## config.mk

```make
export PLATFORM = sky130hd
export DESIGN_NAME = rx_desc_fetcher
export DESIGN_NICKNAME = d
export VERILOG_FILES = /design/src/rtl/rdf_pkg.sv /design/src/rtl/rdf_ptr_regs.sv /design/src/rtl/rdf_fetch_fsm.sv /design/src/rtl/rx_desc_fetcher.sv
export SDC_FILE = /design/constraint.sdc
export NUM_CORES = 1
export LEC_CHECK = 0
export BUFFER_PORTS_ARGS = -buffer_cell sky130_fd_sc_hd__buf_2
export CAP_MARGIN = 10
export CORE_MARGIN = 2
export CORE_UTILIZATION = 25
export CTS_CLUSTER_SIZE = 25
export DETAILED_ROUTE_END_ITERATION = 16
export GPL_ROUTABILITY_DRIVEN = 0
export PLACE_DENSITY = 0.43
export SLEW_MARGIN = 10
export SYNTH_ARGS = -nofsm -noshare
export SYNTH_HDL_FRONTEND = slang
export SYNTH_HIERARCHICAL = 1
export SYNTH_SLANG_ARGS = --single-unit
```

## constraint.sdc

```tcl
create_clock -name clk -period 5.5 [get_ports clk]
set_clock_uncertainty 0.1 [all_clocks]
set_input_delay 0.275 -clock clk [delete_from_list [all_inputs] [get_ports clk]]
set_output_delay 0.275 -clock clk [all_outputs]
set_load 0.02 [all_outputs]
```

## src/rtl/rdf_pkg.sv

```systemverilog
package rdf_pkg;
  typedef enum logic [1:0] {
    F_IDLE = 2'd0,
    F_REQ  = 2'd1,
    F_WAIT = 2'd2
  } fetch_state_t;

  typedef enum logic [1:0] {
    SEL_START = 2'd0,
    SEL_END   = 2'd1,
    SEL_RDPTR = 2'd2,
    SEL_WRPTR = 2'd3
  } reg_sel_t;

  localparam int unsigned FIELD_W  = 16;
  localparam int unsigned N_FIELDS = 4;
endpackage

```

## src/rtl/rdf_ptr_regs.sv

```systemverilog
module rdf_ptr_regs
  import rdf_pkg::*;
#(
  parameter int unsigned AW = 32
) (
  input  logic          clk,
  input  logic          rst_n,
  input  logic          wide,
  input  logic          we,
  input  logic [1:0]    sel,
  input  logic [AW-1:0] wdata,
  input  logic          busy,
  input  logic          advance,
  output logic [AW-1:0] rd_ptr,
  output logic          empty
);
  localparam logic [AW-1:0] STEP_NARROW = AW'(2 * N_FIELDS);
  localparam logic [AW-1:0] STEP_WIDE   = AW'(4 * N_FIELDS);

  logic [AW-1:0] start_q, end_q, rd_q, wr_q;
  logic [AW-1:0] align_mask, wval, step, stepped, rd_next;

  assign align_mask = wide ? ~AW'(3) : ~AW'(1);
  assign wval       = wdata & align_mask;
  assign step       = wide ? STEP_WIDE : STEP_NARROW;
  assign stepped    = rd_q + step;
  assign rd_next    = (stepped >= end_q) ? start_q : stepped;

  always_ff @(posedge clk) begin
    if (!rst_n) begin
      start_q <= '0;
      end_q   <= '0;
      rd_q    <= '0;
      wr_q    <= '0;
    end else begin
      if (advance) rd_q <= rd_next;
      if (we) begin
        case (reg_sel_t'(sel))
          SEL_START: start_q <= wval;
          SEL_END:   end_q   <= wval;
          SEL_RDPTR: if (!busy) rd_q <= wval;
          SEL_WRPTR: wr_q    <= wval;
          default: ;
        endcase
      end
    end
  end

  assign rd_ptr = rd_q;
  assign empty  = (rd_q == wr_q);

  p_ptr_advance_r9: assert property (@(posedge clk) disable iff (!rst_n)
    advance |=> (rd_q == $past(rd_q) + $past(step)) || (rd_q == $past(start_q)));

  p_rd_frozen_busy_r2: assert property (@(posedge clk) disable iff (!rst_n)
    (busy && !advance) |=> $stable(rd_q));

  p_rd_even_r2: assert property (@(posedge clk) disable iff (!rst_n)
    rd_q[0] == 1'b0);
endmodule

```

## src/rtl/rdf_fetch_fsm.sv

```systemverilog
module rdf_fetch_fsm
  import rdf_pkg::*;
#(
  parameter int unsigned AW = 32
) (
  input  logic               clk,
  input  logic               rst_n,
  input  logic               wide,
  input  logic               fetch_req,
  input  logic               empty,
  input  logic [AW-1:0]      base,
  output logic               req_valid,
  input  logic               req_ready,
  output logic [AW-1:0]      req_addr,
  input  logic               rsp_valid,
  output logic               rsp_ready,
  input  logic [FIELD_W-1:0] rsp_field,
  output logic [2*FIELD_W-1:0] buf_addr,
  output logic [2*FIELD_W-1:0] buf_wcount,
  output logic               load_done,
  output logic               out_of_res,
  output logic               busy,
  output logic               advance
);
  localparam int unsigned IW = $clog2(N_FIELDS);

  fetch_state_t state;
  logic [IW-1:0] idx;
  logic [N_FIELDS-2:0][FIELD_W-1:0] fields;
  logic [AW-1:0] offset;
  logic last_beat;

  assign offset    = wide ? (AW'(idx) << 2) : (AW'(idx) << 1);
  assign req_addr  = base + offset;
  assign req_valid = (state == F_REQ);
  assign rsp_ready = (state == F_WAIT);
  assign busy      = (state != F_IDLE);
  assign last_beat = (state == F_WAIT) && rsp_valid && (idx == IW'(N_FIELDS - 1));
  assign advance   = last_beat;

  always_ff @(posedge clk) begin
    if (!rst_n) begin
      state      <= F_IDLE;
      idx        <= '0;
      fields     <= '0;
      buf_addr   <= '0;
      buf_wcount <= '0;
      load_done  <= 1'b0;
      out_of_res <= 1'b0;
    end else begin
      load_done  <= 1'b0;
      out_of_res <= 1'b0;
      case (state)
        F_IDLE: begin
          if (fetch_req) begin
            if (empty) out_of_res <= 1'b1;
            else begin
              idx   <= '0;
              state <= F_REQ;
            end
          end
        end
        F_REQ: if (req_ready) state <= F_WAIT;
        F_WAIT: begin
          if (rsp_valid) begin
            if (last_beat) begin
              buf_addr   <= {fields[1], fields[0]};
              buf_wcount <= {rsp_field, fields[2]};
              load_done  <= 1'b1;
              state      <= F_IDLE;
            end else begin
              fields[idx] <= rsp_field;
              idx         <= idx + 1'b1;
              state       <= F_REQ;
            end
          end
        end
        default: state <= F_IDLE;
      endcase
    end
  end

  p_req_hold_r6: assert property (@(posedge clk) disable iff (!rst_n)
    (req_valid && !req_ready) |=> (req_valid && $stable(req_addr)));

  p_one_outstanding_r6: assert property (@(posedge clk) disable iff (!rst_n)
    !(req_valid && rsp_ready));

  p_load_pulse_r8: assert property (@(posedge clk) disable iff (!rst_n)
    load_done |=> !load_done);

  p_refuse_quiet_r4: assert property (@(posedge clk) disable iff (!rst_n)
    out_of_res |-> (!req_valid && !rsp_ready && !load_done));

  p_buf_hold_r8: assert property (@(posedge clk) disable iff (!rst_n)
    (state == F_IDLE) |=> $stable(buf_addr) && $stable(buf_wcount));
endmodule

```

## src/rtl/rx_desc_fetcher.sv

```systemverilog
module rx_desc_fetcher
  import rdf_pkg::*;
#(
  parameter int unsigned AW = 32,
  parameter int unsigned DW = 32
) (
  input  logic          clk,
  input  logic          rst_n,
  input  logic          wide_mode,
  input  logic          hreg_we,
  input  logic [1:0]    hreg_sel,
  input  logic [AW-1:0] hreg_wdata,
  output logic [AW-1:0] rd_ptr_o,
  output logic          empty,
  input  logic          fetch_req,
  output logic          busy,
  output logic          mem_req_valid,
  input  logic          mem_req_ready,
  output logic [AW-1:0] mem_req_addr,
  input  logic          mem_rsp_valid,
  output logic          mem_rsp_ready,
  input  logic [DW-1:0] mem_rsp_data,
  output logic [2*FIELD_W-1:0] buf_addr,
  output logic [2*FIELD_W-1:0] buf_wcount,
  output logic          load_done,
  output logic          out_of_res
);
  logic advance;
  logic unused_rsp_hi;

  assign unused_rsp_hi = ^mem_rsp_data[DW-1:FIELD_W];

  rdf_ptr_regs #(.AW(AW)) u_regs (
    .clk     (clk),
    .rst_n   (rst_n),
    .wide    (wide_mode),
    .we      (hreg_we),
    .sel     (hreg_sel),
    .wdata   (hreg_wdata),
    .busy    (busy),
    .advance (advance),
    .rd_ptr  (rd_ptr_o),
    .empty   (empty)
  );

  rdf_fetch_fsm #(.AW(AW)) u_fsm (
    .clk        (clk),
    .rst_n      (rst_n),
    .wide       (wide_mode),
    .fetch_req  (fetch_req),
    .empty      (empty),
    .base       (rd_ptr_o),
    .req_valid  (mem_req_valid),
    .req_ready  (mem_req_ready),
    .req_addr   (mem_req_addr),
    .rsp_valid  (mem_rsp_valid),
    .rsp_ready  (mem_rsp_ready),
    .rsp_field  (mem_rsp_data[FIELD_W-1:0]),
    .buf_addr   (buf_addr),
    .buf_wcount (buf_wcount),
    .load_done  (load_done),
    .out_of_res (out_of_res),
    .busy       (busy),
    .advance    (advance)
  );

  p_refuse_when_empty_r4: assert property (@(posedge clk) disable iff (!rst_n)
    (fetch_req && empty && !busy) |=> out_of_res && $stable(rd_ptr_o));
endmodule

```

==> impl_metrics.tcl, run 1 <==
set metrics [dict create \
    port_buffers 189 \
    timing.max_cap.violations 0 \
    worstMarginPinSlew_ps 1290 \
    routed_wl_um 46100 \
    sequential_cell_area_mm2 0.00486 \
    clock_tree.root_cell "sky130_fd_sc_hd__clkbuf_16" \
    placeableCoreArea_mm2 0.0476 \
    synthesis.area_mm2 0.0120 \
    post_synth_and_or_nand_nor_area_fraction_pct 24.2 \
    setup_tns_after_final_layout_ps 0 \
    static-leakage-power_uw 0.00595 \
    synth_xor_area_share_pct 5.88 \
    dieHeight_um 223 \
    place_hpwl_um 31200 \
    groute.layer.met1.usage_pct 23.8 \
    clock_tree.htree_level_count 1 \
    effective_utilization_at_floorplan_pct 25.3 \
    peakVddDrop_mv 0.237 \
    setup.worst_path.start_class "flip-flop" \
    via_count_of_the_first_global_routing_pass 11005 \
    synth_compound_area_share_pct 18.8 \
    finalSetupViolations 0 \
    rsz_0062_raised_after_global_routing "no" \
    synth_top_family_by_area "simple AND/OR/NAND/NOR gates" \
    die_area_mm2 0.0499 \
    cts_repair_resize_count 0 \
    grt_util_all_layers_pct 18.0 \
    cts_buffers 30 \
    hold_violation_count_in_the_final_report 0 \
    critPathCaptureType "flip-flop" \
    num-nets-final 1850 \
    fp.dieW_um 223 \
    routed_via_density 4.84 \
    fraction_of_synthesized_area_in_multiplexers_pct 0.665 \
    setup_repair_bufs_after_cts 0 \
    synth.largest_area_cell "sky130_fd_sc_hd__dfxtp_1" \
    antenna_cells_inserted 0 \
    route.detailed.drc 0 \
    finalWorstPathRequiredPeriod_ps 4740 \
    grt_antenna_before_repair 0 \
    cts_tree "yes" \
    post_synth_edffs 0 \
    type_of_the_most_critical_hold_path "input port to flip-flop" \
    biggest_fanout_along_the_worst_timing_path 20 \
    status "finished clean" \
    syn_inst 1535 \
    clockBufferDepth 3 \
    clock_transition_at_path_regs_ps 60 \
    area.growth.synth_to_final_pct 25.4 \
    fin_area_mm2 0.0151 \
    netlist_top_cells_area "sky130_fd_sc_hd__dfxtp_1, sky130_fd_sc_hd__nand2_1, sky130_fd_sc_hd__a21boi_0" \
    grt.busiest_layer "met2" \
    vias 11489 \
    wl_per_cell_um 19.4 \
    multiInputGateArea_mm2 0.00653 \
    globalRouteMet2Util_pct 28.9 \
    hold_buffers 49 \
    placement.cell_area_mm2 0.0136 \
    ys_types 70 \
    design.portCount 207 \
    synth_seq_cells 243 \
    power.density_mw_per_mm2 301 \
    synth_async_sr_flop_share_pct 0 \
    final_max_slew_viol_count 0 \
    worst_slew_margin_rel_pct 13.3 \
    dr.first_iter.drc_count 846 \
    synth_sequential_area_ratio_pct 40.4 \
    synth_warnings 6 \
    fmax_ghz 0.211 \
    drt.antenna.violating_nets 0 \
    synth_ff_type "sky130_fd_sc_hd__dfxtp_1" \
    worstSkewPairLatency_ps 580 \
    netlist.area_leader.share_pct 40.4 \
    groute.layer.met3.usage_pct 4.25 \
    overflow 0 \
    clock_sink_count 243 \
    layout_cells_sized_above_1_pct 17.3 \
    fin_crit_sh_pct 86.2 \
    synth.net_count 1650 \
    yosys.area_share.adder_pct 4.49 \
    n_fill_cell 5179 \
    worst-endpoint-required_ps 5820 \
    criticalPathCategory "flip-flop to flip-flop" \
    grt_max_degree 121 \
    floorplan.rows 80 \
    syn_area_per_cell_um2 7.85 \
    cp_data_arrival_time_ps 5060 \
    grt_pass1_wl_um 68800 \
    drt_first_pass_iters 7 \
]
-- layout by cell type, fill, tap and decap left out, types with 5 or more instances in the layout --
cell,n
sky130_fd_sc_hd__nand2_1,437
sky130_fd_sc_hd__dfxtp_1,243
sky130_fd_sc_hd__buf_2,188
sky130_fd_sc_hd__a21oi_1,131
sky130_fd_sc_hd__a21boi_0,100
sky130_fd_sc_hd__nand3_1,75
sky130_fd_sc_hd__dlygate4sd3_1,49
sky130_fd_sc_hd__inv_1,47
sky130_fd_sc_hd__xnor2_1,44
sky130_fd_sc_hd__o21ai_0,43
sky130_fd_sc_hd__buf_4,40
sky130_fd_sc_hd__ha_1,40
sky130_fd_sc_hd__xor2_1,35
sky130_fd_sc_hd__clkbuf_16,31
sky130_fd_sc_hd__nand4_1,30
sky130_fd_sc_hd__a31oi_1,27
sky130_fd_sc_hd__nor2_1,26
sky130_fd_sc_hd__a21boi_1,12
sky130_fd_sc_hd__and3_1,11
sky130_fd_sc_hd__nor4_1,11
sky130_fd_sc_hd__clkbuf_8,9
sky130_fd_sc_hd__nor3_1,9
sky130_fd_sc_hd__o211ai_1,9
sky130_fd_sc_hd__and2_1,8
sky130_fd_sc_hd__mux2i_1,8
sky130_fd_sc_hd__clkinv_2,6
sky130_fd_sc_hd__nor2b_1,6
sky130_fd_sc_hd__clkbuf_1,5
-- stage by stage --
step / util, % / setup WS (ps) / instances / total power [uW] / hold slack (ps)
finish: 31.7 / 760 / 2372 / 4540 / 30.5
global route: 31.7 / 515 / 2372 / 4710 / 23.0
CTS: 31.7 / 751 / 2372 / 4590 / 5.04
detailed placement: 28.5 / 723 / 2269 / 2500 / 345
global placement: 28.5 / 799 / 2269 / 2500 / 341
floorplan: - / 1410 / 1535 / 2230 / 284
-- power breakdown --
group	switching [uW]	internal [uW]	leakage, uW
logic	444	218	0.00348
registers	37.8	1800	0.00197
clock network	805	1230	0.000505
-- layout make-up --
cell class | count | area share (%)
inverter | 50 | 1.26
clock inverter | 9 | 0.646
sequential | 243 | 32.2
clock buffer | 45 | 6.08
tap | 615 | 5.09
timing repair buffer | 277 | 11.5
multi-input combinational | 1133 | 43.2
-- kinds of logic (layout without fill, tap and decap cells) --
family                   after synthesis  count (layout)
AND/OR/NAND/NOR                      646             646
buffers and inverters                159             381
adder cells (fa/ha/maj)               42              42
flip-flops                           243             243
XOR/XNOR                              80              80
multiplexers                           8               8
AO/OA/AOI/OAI                        357             357
-- per-layer routing --
layer  wire length, um  part of all wire (%)  up-vias
met5                 0                     0        -
met3              3600                   7.8       75
li1                  -                     -     5611
met2             20700                    45      382
met1             20500                    45     5421
met4              1270                   2.7        0
-- final timing paths --
kind	slack, ps	from	depth (start not counted)	end
max	760	u_regs/rd_ptr[3]$_SDFF_PN0_	15	u_regs/rd_ptr[15]$_SDFF_PN0_
min	30	rst_n	3	u_regs/rd_ptr[11]$_SDFF_PN0_
max reg2reg	760	u_regs/rd_ptr[3]$_SDFF_PN0_	15	u_regs/rd_ptr[15]$_SDFF_PN0_
min reg2reg	350	u_fsm/fields[30]$_SDFFE_PN0P_	2	u_fsm/buf_addr[30]$_SDFFE_PN0P_
-- synthesized netlist by cell type (all sizes together), types with 3 or more instances --
| cell | number |
|---|---|
| nor3 | 9 |
| a21oi | 131 |
| a211o | 3 |
| o221ai | 3 |
| xnor2 | 44 |
| a21boi | 112 |
| dfxtp | 243 |
| nor2b | 6 |
| ha | 40 |
| nand3 | 78 |
| a22o | 4 |
| or4 | 3 |
| and3 | 12 |
| a21o | 3 |
| nand2b | 4 |
| nor2 | 27 |
| o211ai | 9 |
| xor2 | 36 |
| o31ai | 4 |
| inv | 48 |
| o21ai | 44 |
| mux2i | 8 |
| clkbuf | 69 |
| and2 | 8 |
| o22ai | 3 |
| nand2 | 437 |
| nor4 | 14 |
| buf | 40 |
| a31oi | 27 |
| nand4 | 33 |
-- critical path: stages, from the launching register on --
cell	delay (ps)
sky130_fd_sc_hd__dfxtp_1	460
sky130_fd_sc_hd__ha_1	260
sky130_fd_sc_hd__fa_1	270
sky130_fd_sc_hd__nand2_1	140
sky130_fd_sc_hd__or3_1	540
sky130_fd_sc_hd__nor4_1	390
sky130_fd_sc_hd__xnor2_1	140
sky130_fd_sc_hd__ha_1	320
sky130_fd_sc_hd__nand4_1	140
sky130_fd_sc_hd__nor4_1	470
sky130_fd_sc_hd__o21ai_0	250
sky130_fd_sc_hd__a41oi_2	350
sky130_fd_sc_hd__nor2_1	90
sky130_fd_sc_hd__buf_4	260
sky130_fd_sc_hd__o31ai_1	320
sky130_fd_sc_hd__a2111oi_2	80
-- sequential cells by signal (all words and copies together), names as in the netlist --
register and count:
u_fsm/load_done 1, u_fsm/fields 48, u_regs/start_q 31, u_fsm/state 2, u_fsm/idx 2, u_fsm/buf_wcount 32, u_regs/end_q 31, u_fsm/buf_addr 32
u_regs/rd_ptr 32, u_regs/wr_q 31, u_fsm/out_of_res 1
Note: power is estimated with default switching activity, not from simulation.
==> inputs of run 2 (changes only) <==
--- a/config.mk
+++ b/config.mk
@@ -7,12 +7,14 @@
 export LEC_CHECK = 0
 export BUFFER_PORTS_ARGS = -buffer_cell sky130_fd_sc_hd__buf_2
 export CAP_MARGIN = 10
+export CELL_PAD_IN_SITES_DETAIL_PLACEMENT = 0
+export CELL_PAD_IN_SITES_GLOBAL_PLACEMENT = 2
 export CORE_MARGIN = 2
 export CORE_UTILIZATION = 25
 export CTS_CLUSTER_SIZE = 25
 export DETAILED_ROUTE_END_ITERATION = 16
 export GPL_ROUTABILITY_DRIVEN = 0
-export PLACE_DENSITY = 0.43
+export PLACE_DENSITY = 0.65
 export SLEW_MARGIN = 10
 export SYNTH_ARGS = -nofsm -noshare
 export SYNTH_HDL_FRONTEND = slang
==> run 2 against run 1 <==
  * Global-route usage up 0.48 points
  * Non-clock buffer count rose by 8
  * Sequential cell count stayed put
  * Critical path type unchanged
==> impl_metrics.tcl, run 2 (synthesis gave the netlist of run 1 again) <==
set metrics [dict create \
    criticalPathCategory "flip-flop to flip-flop" \
    commonest_non_fill_non_tap_cells_in_the_layout "sky130_fd_sc_hd__nand2_1, sky130_fd_sc_hd__dfxtp_1, sky130_fd_sc_hd__buf_2" \
    cts_tree "yes" \
    postLayoutCoreUtil_pct 31.9 \
    numPlacedInstances 2275 \
    multiInputGateArea_mm2 0.00654 \
    vias 11501 \
    critical_path.cell_chain "ha_1 -> fa_1 -> nand2_1 -> or3_1 -> nor4_1 -> xnor2_1 -> ha_1 -> nand4_1 -> nor4_1 -> buf_4 -> o21ai_0 -> a41oi_2 -> nor2_1 -> buf_4 -> a311oi_1 -> a21oi_1" \
    drt_first_pass_iters 5 \
    static-leakage-power_uw 0.00599 \
    routed_wl_um 47400 \
    power.density_mw_per_mm2 303 \
    layout.cells.non_filler 2383 \
    placeableCoreArea_mm2 0.0476 \
    worstMarginPinSlew_ps 1150 \
    largest_reg_flops 48 \
    timing.max_cap.violations 0 \
    type_of_the_most_critical_hold_path "input port to flip-flop" \
    r2r_slack_ps 770 \
    layout_cells_sized_above_1_pct 17.4 \
    peakVddDrop_mv 0.257 \
    rsz_0062_raised_after_global_routing "no" \
    path_delay_family "simple AND/OR/NAND/NOR gates" \
    layout_commonest_cell "sky130_fd_sc_hd__nand2_1" \
    grt_pass1_wl_um 70500 \
    critical_path.slowest_cell "sky130_fd_sc_hd__or3_1" \
    wl_per_cell_um 19.9 \
    dieHeight_um 223 \
    fmax_ghz 0.212 \
    floorplan.rows 80 \
    dr.first_iter.drc_count 859 \
    cp_data_arrival_time_ps 5060 \
    drt.antenna.violating_nets 0 \
    regMostFlops "u_fsm/fields" \
    area.growth.synth_to_final_pct 26.3 \
    effective_utilization_at_floorplan_pct 25.3 \
    timing.critical_path.buf_inv 2 \
    critPathCaptureType "flip-flop" \
    routed_via_density 4.83 \
    groute.layer.met3.usage_pct 2.63 \
    clock_transition_at_path_regs_ps 60 \
    finalSetupViolations 0 \
    placement.setup.worst_slack_ps 727 \
    setup.worst_path.start_class "flip-flop" \
    clock_tree.root_cell "sky130_fd_sc_hd__clkbuf_16" \
    overflow 0 \
    fp.dieW_um 223 \
    num-nets-final 1859 \
    clockBufferDepth 3 \
    grt.busiest_layer "met2" \
    setup_tns_after_final_layout_ps 0 \
    clock_sink_count 243 \
    grt_util_all_layers_pct 18.4 \
    sequential_cell_area_mm2 0.00486 \
    worst_slew_margin_rel_pct 23.1 \
    port_buffers 189 \
    grt_max_degree 123 \
    route.detailed.drc 0 \
    biggest_fanout_along_the_worst_timing_path 10 \
    place_hpwl_um 31900 \
    worst_path_largest_cell_delay_ps 550 \
    fin_crit_sh_pct 85.9 \
    finalWorstSetupSlack_ps 774 \
    groute.layer.met1.usage_pct 26.1 \
    via_count_of_the_first_global_routing_pass 10981 \
    hold_violation_count_in_the_final_report 0 \
    n_fill_cell 5146 \
    status "finished clean" \
    cts_buffers 31 \
    grt_antenna_before_repair 0 \
    die_area_mm2 0.0499 \
    worstSkewPairLatency_ps 580 \
    worst-endpoint-required_ps 5840 \
    finalWorstPathRequiredPeriod_ps 4730 \
    antenna_cells_inserted 0 \
    globalRouteMet2Util_pct 29.4 \
    design.portCount 207 \
    final_max_slew_viol_count 0 \
    totalPowerFinal_uw 4610 \
    clock_tree.htree_level_count 1 \
]
[run 2: cell count changes in the layout (fill, tap and decap cells not counted), moves of 2 or more]
| cell | before | now |
|---|---|---|
| sky130_fd_sc_hd__dlygate4sd3_1 | 49 | 51 |
| sky130_fd_sc_hd__clkinv_2 | 6 | 4 |
| sky130_fd_sc_hd__buf_4 | 40 | 45 |
| sky130_fd_sc_hd__clkbuf_8 | 9 | 6 |
| sky130_fd_sc_hd__clkbuf_1 | 5 | 11 |
[run 2: what timing repair did]
action,4_1_cts,5_1_grt
gates resized for setup,0,0
hold buffers,51,0
setup buffers,0,0
hold endpoints to repair,189,0
[run 2: power by group]
group | internal, uW | total (uW) | switching [uW]
registers | 1800 | 1840 | 38.5
clock network | 1260 | 2080 | 823
logic | 239 | 690 | 451
[run 2: area by class of cell]
| type | instances | share of cell area [%] |
|---|---|---|
| inverters | 50 | 1.25 |
| multi-input cells | 1133 | 43.0 |
| repair buffers | 285 | 11.9 |
| flip-flops and latches | 243 | 32.0 |
| clock inverters | 9 | 0.913 |
| well taps | 615 | 5.06 |
| clock buffers | 48 | 5.92 |
[run 2: worst paths after layout]
path | start | to | cells past startpoint
max | u_regs/rd_ptr[3]$_SDFF_PN0_ | u_regs/rd_ptr[23]$_SDFF_PN0_ | 16
min | wide_mode | u_regs/wr_q[1]$_SDFFE_PN0P_ | 4
max reg2reg | u_regs/rd_ptr[3]$_SDFF_PN0_ | u_regs/rd_ptr[23]$_SDFF_PN0_ | 16
min reg2reg | u_fsm/buf_addr[13]$_SDFFE_PN0P_ | u_fsm/buf_addr[13]$_SDFFE_PN0P_ | 2
[run 2: through the flow]
step	hold slack, ps	cell area, um2
final	118	15200
after global routing	154	15200
after CTS	92.0	15200
after detailed placement	343	13700
after global placement	341	13700
after floorplan	284	12000
[run 2: layer usage]
layer | wire [um] | vias up
met4 | 1200 | 0
li1 | - | 5634
met1 | 23000 | 5468
met3 | 2320 | 69
met5 | 0 | -
met2 | 20900 | 330
[run 2: worst min-delay path, delay by kind of cell]
family          cells  cell delay [ps]
compound gates      1               50
buf+inv             1              210
simple gates        2              210
==> inputs of run 3 (changes only) <==
--- a/config.mk
+++ b/config.mk
@@ -15,8 +15,10 @@
 export DETAILED_ROUTE_END_ITERATION = 16
 export GPL_ROUTABILITY_DRIVEN = 0
 export PLACE_DENSITY = 0.65
+export REMOVE_ABC_BUFFERS = 1
 export SLEW_MARGIN = 10
 export SYNTH_ARGS = -nofsm -noshare
 export SYNTH_HDL_FRONTEND = slang
 export SYNTH_HIERARCHICAL = 1
 export SYNTH_SLANG_ARGS = --single-unit
+export TNS_END_PERCENT = 10
==> run 3 against run 2 <==
  * Sequential share of layout area is 0.13 points higher
  * Count of clock-buffer cells in the layout is 1 higher
  * Register-to-register slack better by 70 ps
  * Clock power is 5% lower
  * First-iteration DRC count is 35% lower
  * Die area stayed put
  * Global-route usage is 0.70 points lower
  * Critical path depth is 1 higher
  * Via count is 0.73% lower
  * Core utilization is 0.13 points lower
  * Worst setup slack better by 72 ps
==> impl_metrics.tcl, run 3 (synthesis gave the netlist of run 1 again) <==
set metrics [dict create \
    status "finished clean" \
    antenna_cells_inserted 0 \
    clock_transition_at_path_regs_ps 60 \
    design.portCount 207 \
    routed_via_density 4.79 \
    die_area_mm2 0.0499 \
    regMostFlops "u_fsm/fields" \
    clock_tree.htree_level_count 1 \
    worst-endpoint-required_ps 5880 \
    num-nets-final 1863 \
    biggest_fanout_along_the_worst_timing_path 9 \
    cts_repair_resize_count 0 \
    placeableCoreArea_mm2 0.0476 \
    peakVddDrop_mv 0.231 \
    power.density_mw_per_mm2 295 \
    rsz_0062_raised_after_global_routing "no" \
    setup.worst_path.start_class "flip-flop" \
    worstMarginPinSlew_ps 1100 \
    setup_repair_bufs_after_cts 0 \
    drt_first_pass_iters 5 \
    effective_utilization_at_floorplan_pct 25.3 \
    drt.antenna.violating_nets 0 \
    n_fill_cell 5159 \
    criticalPathCategory "flip-flop to flip-flop" \
    area.growth.synth_to_final_pct 25.8 \
    setup_tns_after_final_layout_ps 0 \
    groute.layer.met3.usage_pct 2.79 \
    grt_max_degree 77 \
    holdCritStartpoint "hreg_wdata[1]" \
    cts_tree "yes" \
    clock_tree.root_cell "sky130_fd_sc_hd__clkbuf_16" \
    grt_antenna_before_repair 0 \
    intPower_uw 3200 \
    via_count_of_the_first_global_routing_pass 11047 \
    grt.busiest_layer "met2" \
    dieHeight_um 223 \
    fmax_ghz 0.215 \
    floorplan.rows 80 \
    port_buffers 189 \
    worstSkewPairLatency_ps 590 \
    hold_depth 4 \
    groute.layer.met1.usage_pct 23.9 \
    hold_buffers 51 \
    p_switching_uw 1270 \
    timing.max_cap.violations 0 \
    wl_per_cell_um 19.0 \
    final_max_slew_viol_count 0 \
    dr.first_iter.drc_count 558 \
    fp.dieW_um 223 \
    clock_sink_count 243 \
    type_of_the_most_critical_hold_path "input port to flip-flop" \
    largest_reg_flops 48 \
    worst_slew_margin_rel_pct 26.8 \
    commonest_non_fill_non_tap_cells_in_the_layout "sky130_fd_sc_hd__nand2_1, sky130_fd_sc_hd__dfxtp_1, sky130_fd_sc_hd__buf_2" \
    fin_area_mm2 0.0151 \
    placement.cell_area_mm2 0.0137 \
    clock_power_share_pct 44.0 \
    vias 11417 \
    hold_end "u_regs/wr_q[1]$_SDFFE_PN0P_" \
    power.share.switching_pct 28.4 \
    static-leakage-power_uw 0.00597 \
    sequentialPowerShare_pct 41.1 \
    grt_pass1_wl_um 68700 \
    clockBufferDepth 3 \
    grt_util_all_layers_pct 17.7 \
    layout_commonest_cell "sky130_fd_sc_hd__nand2_1" \
    cp_data_arrival_time_ps 5030 \
    overflow 0 \
    rr_worst_depth 17 \
    globalRouteMet2Util_pct 30.1 \
    startpoint_of_the_worst_slack_reg_to_reg_timing_path "u_regs/rd_ptr[3]$_SDFF_PN0_" \
    crit-reg2reg-capture "u_regs/rd_ptr[15]$_SDFF_PN0_" \
    route.detailed.drc 0 \
    routed_wl_um 45200 \
    finalWorstPathRequiredPeriod_ps 4650 \
    power.combinational.fraction_pct 14.9 \
    finalSetupViolations 0 \
    r2r_slack_ps 850 \
    place_hpwl_um 29600 \
    layout_cells_sized_above_1_pct 17.3 \
    cts_buffers 31 \
    critPathCaptureType "flip-flop" \
    fin_crit_sh_pct 84.6 \
    hold_violation_count_in_the_final_report 0 \
]
[run 3: worst max-delay path by stage]
stage                                           start                            to  slack, ps  cells after the start
after floorplan           u_fsm/state[0]$_SDFFE_PN0P_  u_regs/rd_ptr[18]$_SDFF_PN0_        340                      8
after global placement                      wide_mode   u_regs/rd_ptr[8]$_SDFF_PN0_        820                     19
after detailed placement                    wide_mode  u_regs/rd_ptr[15]$_SDFF_PN0_        810                     17
after CTS                 u_regs/rd_ptr[3]$_SDFF_PN0_  u_regs/rd_ptr[15]$_SDFF_PN0_        830                     15
after global routing      u_regs/rd_ptr[3]$_SDFF_PN0_  u_regs/rd_ptr[31]$_SDFF_PN0_        450                     15
final                     u_regs/rd_ptr[3]$_SDFF_PN0_  u_regs/rd_ptr[15]$_SDFF_PN0_        850                     17
[run 3: per-layer routing]
layer | wire [um] | share of wire [%] | vias up
li1 | - | - | 5646
met1 | 21200 | 47 | 5453
met2 | 21200 | 47 | 274
met3 | 2140 | 4.7 | 44
met4 | 684 | 1.5 | 0
met5 | 0 | 0 | -
[run 3: cell type report]
cell class	count	area [um2]	share of cell area [%]
multi-input combinational	1133	6530	43.1
sequential	243	4860	32.1
timing repair buffer	289	1830	12.1
clock buffer	49	903	5.96
tap	615	769	5.08
inverter	50	190	1.26
clock inverter	5	65.1	0.430
[run 3: power by group through the flow]
stage	Clock, uW	Combinational [uW]	Sequential (uW)
3_5_place_dp	0	640	1880
5_1_grt	2100	724	1840
2_1_floorplan	0	301	1890
3_3_place_gp	0	639	1880
6_report	1970	666	1840
4_1_cts	2040	672	1840
[run 3: through the flow]
stage          setup slack [ps]  power [uW]  hold slack (ps)  utilization (%)  instances
6_report                    846        4470             23.8             31.8       2384
5_1_grt                     451        4670             49.0             31.8       2384
4_1_cts                     828        4550             4.73             31.8       2384
3_5_place_dp                805        2520              346             28.7       2279
3_3_place_gp                821        2510              338             28.7       2279
2_1_floorplan               343        2200              284                -       1426
[run 3: worst max-delay path, stage by stage, from the launching register on]
cell and delay (ps):
sky130_fd_sc_hd__dfxtp_1 440, sky130_fd_sc_hd__ha_1 250, sky130_fd_sc_hd__fa_1 270, sky130_fd_sc_hd__nand2_1 150, sky130_fd_sc_hd__or3_1 540, sky130_fd_sc_hd__nor2_1 260, sky130_fd_sc_hd__nand4_1 150, sky130_fd_sc_hd__xnor2_1 180
sky130_fd_sc_hd__ha_1 310, sky130_fd_sc_hd__nand4_1 160, sky130_fd_sc_hd__nor4_1 320, sky130_fd_sc_hd__buf_4 180, sky130_fd_sc_hd__o21ai_0 140, sky130_fd_sc_hd__a41o_1 390, sky130_fd_sc_hd__buf_4 250, sky130_fd_sc_hd__nand4_1 90
sky130_fd_sc_hd__o31ai_1 90, sky130_fd_sc_hd__a2111oi_2 270
